**src/rtl/hdlc_multiframe_txfifo.sv**
```systemverilog
module hdlc_multiframe_txfifo #(
  parameter int DEPTH  = 512,
  parameter int FRAMES = 32
) (
  input  logic       clk,
  input  logic       rst,
  input  logic       wr_en,
  input  logic [7:0] wr_data,
  input  logic       frame_done,
  output logic       tab_full,
  input  logic       out_req,
  output logic [7:0] out_data,
  output logic       out_is_flag
);
  localparam int ZW = $clog2(DEPTH);
  localparam int FW = $clog2(FRAMES);
  localparam logic [7:0] FLAG = 8'h7E;

  typedef enum logic [2:0] {S_IDLE, S_DATA, S_FCS_LO, S_FCS_HI, S_CLOSE} st_t;

  st_t            st;
  logic [ZW-1:0]  z1, z2;
  logic [FW-1:0]  f1, f2;
  logic [15:0]    crc;
  logic [ZW-1:0]  z_end [FRAMES];
  logic [7:0]     buf_mem [DEPTH];

  wire [FW-1:0] pending  = f1 - f2;
  assign tab_full        = pending == FW'(FRAMES - 1);
  wire          buf_full = ZW'(z1 + 1'b1) == z2;
  wire          wr_ok    = wr_en && !buf_full;
  wire          close_ok = frame_done && !tab_full;
  wire [ZW-1:0] z1_nx    = z1 + ZW'(wr_ok);
  wire [ZW-1:0] z2_nx    = z2 + 1'b1;
  wire [FW-1:0] f2_nx    = f2 + 1'b1;
  wire [7:0]    cur      = buf_mem[z2];

  function automatic logic [15:0] crc_step(input logic [15:0] c, input logic [7:0] d);
    logic [15:0] r;
    r = c;
    for (int i = 0; i < 8; i++)
      r = {1'b0, r[15:1]} ^ ((r[0] ^ d[i]) ? 16'h8408 : 16'h0000);
    return r;
  endfunction

  always_comb begin
    out_is_flag = 1'b0;
    case (st)
      S_DATA:   out_data = cur;
      S_FCS_LO: out_data = ~crc[7:0];
      S_FCS_HI: out_data = ~crc[15:8];
      default: begin
        out_data    = FLAG;
        out_is_flag = 1'b1;
      end
    endcase
  end

  always_ff @(posedge clk) begin
    if (wr_ok) buf_mem[z1] <= wr_data;
    if (close_ok) z_end[f1] <= z1_nx;
  end

  always_ff @(posedge clk) begin
    if (rst) begin
      z1 <= '0;
      f1 <= '0;
    end else begin
      z1 <= z1_nx;
      if (close_ok) f1 <= f1 + 1'b1;
    end
  end

  always_ff @(posedge clk) begin
    if (rst) begin
      st  <= S_IDLE;
      z2  <= '0;
      f2  <= '0;
      crc <= 16'hFFFF;
    end else if (out_req) begin
      case (st)
        S_IDLE:
          if (f1 != f2) begin
            crc <= 16'hFFFF;
            st  <= (z2 == z_end[f2]) ? S_FCS_LO : S_DATA;
          end
        S_DATA: begin
          crc <= crc_step(crc, cur);
          z2  <= z2_nx;
          if (z2_nx == z_end[f2]) st <= S_FCS_LO;
        end
        S_FCS_LO: st <= S_FCS_HI;
        S_FCS_HI: st <= S_CLOSE;
        default: begin
          f2 <= f2_nx;
          if (f2_nx != f1) begin
            crc <= 16'hFFFF;
            st  <= (z2 == z_end[f2_nx]) ? S_FCS_LO : S_DATA;
          end else begin
            st <= S_IDLE;
          end
        end
      endcase
    end
  end
endmodule


```
**config.mk**
```make
export PLATFORM = sky130hd
export DESIGN_NAME = hdlc_multiframe_txfifo
export DESIGN_NICKNAME = d
export VERILOG_FILES = /design/src/rtl/hdlc_multiframe_txfifo.sv
export SDC_FILE = /design/constraint.sdc
export NUM_CORES = 2
export LEC_CHECK = 0
export BUFFER_PORTS_ARGS = -buffer_cell sky130_fd_sc_hd__buf_4
export CAP_MARGIN = 20
export CELL_PAD_IN_SITES_DETAIL_PLACEMENT = 0
export CELL_PAD_IN_SITES_GLOBAL_PLACEMENT = 1
export CORE_MARGIN = 3
export CORE_UTILIZATION = 56
export DETAILED_ROUTE_END_ITERATION = 7
export GPL_ROUTABILITY_DRIVEN = 0
export PLACE_DENSITY = 0.83
export SYNTH_ARGS = -nofsm -noshare
export SYNTH_HDL_FRONTEND = slang
export SYNTH_MEMORY_MAX_BITS = 65536
export SYNTH_SLANG_ARGS = --single-unit
```
**constraint.sdc**
```tcl
create_clock -name clk -period 4.5 [get_ports clk]
set_input_delay 0 -clock clk [delete_from_list [all_inputs] [get_ports clk]]
set_output_delay 0 -clock clk [all_outputs]
set_load 0.03 [all_outputs]
```
==> summary.txt <==
Status
  – Status: complete, but fails checks
  – Failing checks: negative setup slack

Layout
  – Layout net count: 9,230
  – Area growth from synthesis to layout: 15.3%
  – Commonest non-fill, non-tap cell in the layout: edfxtp_1
  – Non-Filler Cell Area, Final: 204,000 um2
  – Commonest non-fill, non-tap cells in the layout: 4,384 x edfxtp_1, 1,079 x mux4_2, 608 x nor2_1, 574 x buf_4, 434 x clkbuf_16
  – Ratio of cells with drive above 1 in the final layout: 30.2%

Timing
  – Setup TNS Final: -1350 ps
  – PnR worst setup slack: -323 ps
  – Fin crit share: 107%
  – RSZ-0062 raised after global routing: true
  – Actual slew at the worst max-slew pin: 1140 ps
  – Worst clock skew: 72.7 ps
  – Hold WS: 75.7 ps
  – Fmax: 0.207 GHz
  – Rel. slew slack: 23.7%
  – Fin crit period: 4820 ps
  – Final Max Slew Viols: 0
  – Endpoints failing setup: 8
  – Hold Fails Final Rpt: 0

Synthesis
  – Synth cell types: 97
  – Number of flops mapped to enable cells by yosys: 4,384
  – Seq/Total Area, Yosys: 75.1%
  – Synth Area in Adders: 0.125%
  – Synth Flop Type: edfxtp_1
  – Mapped Cells: 8,447
  – Synthesized area per cell: 20.9 um2
  – Synth Net Count: 8,477
  – Xor/xnor share of the synthesized area: 0.435%
  – Top cell type's share of synthesized area: 74.4%
  – Post-synthesis mux area share: 16.4%
  – Synth area leader: edfxtp_1
  – FF+latch count, synth: 4,445
  – Synthesized area: 177,000 um2
  – Largest family of logic cells by synthesized area: multiplexers
  – Post-synth ARST share: 0%
  – Post-synthesis compound-gate area fraction: 3.06%
  – Simple-gate share of the synthesized area: 2.75%
  – Synth top area cells: edfxtp_1 74%, mux4_2 14%, mux2i_1 2.1%, a22oi_1 1.3%, nor2_1 1.3%
  – Ys Warns: 0

Die
  – Core Box Area: 313,000 um2
  – Starting Density: 56.5%
  – DIE AREA: 323,000 um2
  – Site Rows: 205
  – Die height: 568 um
  – I/O Pins: 23
  – Die width: 568 um

Detailed routing
  – Detail Route Antenna Nets: 0
  – DRC violations left: 0
  – Drt wl/cell: 36.3 um
  – Via/cell ratio: 6.89
  – DR pass1 iterations: 6
  – WL final: 497 mm
  – Via count: 94.3k
  – Detailed Route Iter0 Violations: 14.7k

GRT
  – Number of global-route vias before repair: 93.8k
  – First-pass GRT wire length: 705 mm
  – GRT overflow: 0
  – Initial antenna violation count: 19
  – Largest net degree at the start of global routing: 172
  – GRT Util Overall: 30.6%

Placement
  – DP Area: 185,000 um2
  – # port buffers: 22
  – DP Wirelength: 294 mm

Critical path
  – Critical Path Max Stage Delay: 440 ps
  – CP max-delay cell: o41ai_4
  – Crit-path cells: buf_16 -> buf_4 -> buf_16 -> buf_8 -> mux4_2 -> a22oi_1 -> nand3_1 -> nand2_1 -> a311oi_2 -> buf_4 -> nand4_1 -> o41ai_4 -> o21ai_2 -> a22o_4 -> nand2_2 -> buf_6
  – CP startpoint kind: flop
  – Critical path class: reg -> out
  – Crit-path max FO: 10
  – Worst EP arrival: 4820 ps
  – R2r setup slk: 200 ps
  – Crit end category: primary output
  – RR Endpoint: crc[2]
  – Worst Path Required: 4500 ps
  – Path depth of the worst reg2reg path: 15

Power and ir drop
  – Maximum VDD drop: 0.417 mV
  – Leakage: 62.6 nW
  – Power density cells: 422 nW/um2

CTS
  – Clk_lat worst skew: 970 ps
  – Inserted Clock Buffers: 426
  – H-Tree Depth: 5
  – Clock sink total: 4,445
  – Clk slew on worst S/H paths: 60 ps
  – Clock Tree Root: clkbuf_16
  – TritonCTS clock tree: done
  – Clock Tree Buf Depth: 4

Run
  – Max-Cap Viols: 0

Worst hold path
  – Worst Hold End: f1[0]
  – Hold_sp: rst
  – Type of the worst min-delay path: in -> reg
  – Worst Hold Path Cells: 3
kinds of logic after synthesis:
| kind of cell | after synthesis |
|---|---|
| muxes | 1515 |
| AOI/OAI and AO/OA | 765 |
| adders and majority gates | 17 |
| DFF | 4445 |
| and+or+nand+nor | 1071 |
| buffers and inverters | 559 |
| xor gates and xnor gates | 75 |
cell usage after synthesis (22+ instances only):
master / instances
mux4_2: 1072
mux2_2: 52
mux2i_1: 370
nor3_1: 23
buf_2: 90
buf_1: 29
nand3_1: 83
o22ai_1: 53
buf_6: 44
buf_12: 27
buf_4: 62
o21ai_0: 42
edfxtp_1: 4384
a22o_1: 38
clkbuf_1: 235
buf_8: 45
xor2_1: 34
nor2b_1: 39
a221oi_1: 35
dfxtp_1: 61
nand2_1: 135
nor2_1: 616
a211oi_1: 22
xnor2_1: 33
a22oi_1: 311
a21oi_1: 153
power breakdown:
group	switching [W]	total [W]	internal [W]
clock network	0.0156	0.0354	0.0198
logic	0.00278	0.00495	0.00217
registers	0.0000505	0.0456	0.0456
total	0.0184	0.0860	0.0675
final cells by class:
| cell class | instances | area, um2 |
|---|---|---|
| repair buffers | 866 | 10100 |
| clock buffers | 521 | 11200 |
| inverters | 17 | 71.3 |
| clock inverters | 245 | 2420 |
| diodes | 15 | 37.5 |
| flip-flops and latches | 4445 | 133000 |
| well taps | 4140 | 5180 |
| multi-input cells | 3444 | 42100 |
| fillers | 19246 | 109000 |
layer usage:
layer | track usage, % | vias to the layer above | wire (um)
met4 | 13.5 | 14 | 27000
met2 | 47.1 | 7244 | 233000
met3 | 8.91 | 1357 | 66800
met1 | 41.2 | 48928 | 171000
met5 | 0 | - | 127
li1 | - | 36803 | -
worst max path at each step:
stage          depth (start not counted)  slack, ps     endpoint   from
6_report                              16       -320  out_data[6]   flop
5_1_grt                               15       -390  out_data[6]   flop
4_1_cts                               18       -200  out_data[6]   flop
3_5_place_dp                          16       -140       crc[1]   flop
3_3_place_gp                          11        -50      crc[10]   flop
2_1_floorplan                         15        510  z_end[0][8]  z1[3]
critical path: cells and delay by family, from the launching register on:
family                 cells  cell delay, ps
AND/OR/NAND/NOR            4             840
multiplexers               1             370
flip-flops                 1             400
buffers and inverters      6             950
AO/OA/AOI/OAI              5            1260
metrics by stage:
step | power [W] | utilization, % | cells | setup WS [ps]
after floorplan | 0.0490 | - | 8447 | 509
after global placement | 0.0505 | 59.0 | 12662 | -51.9
after detailed placement | 0.0506 | 59.0 | 12664 | -141
after CTS | 0.0858 | 64.8 | 13614 | -204
after global routing | 0.0878 | 65.1 | 13679 | -389
final | 0.0860 | 65.1 | 13693 | -323
registers in the layout (all words and copies together), names as in the netlist, named ones only:
signal / cells
buf_mem: 4096
z_end: 288
crc: 16
z1: 9
z2: 9
f1: 5
f2: 5
st: 3
timing repair:
action	CTS	global route
buffers inserted	132	65
resized for setup	401	96
hold endpoints to repair	2311	0
pin swaps	76	54
endpoints found under the setup margin	13	8
gates cloned	43	2
hold buffers	13	0
Note: power is estimated with default switching activity, not from simulation.
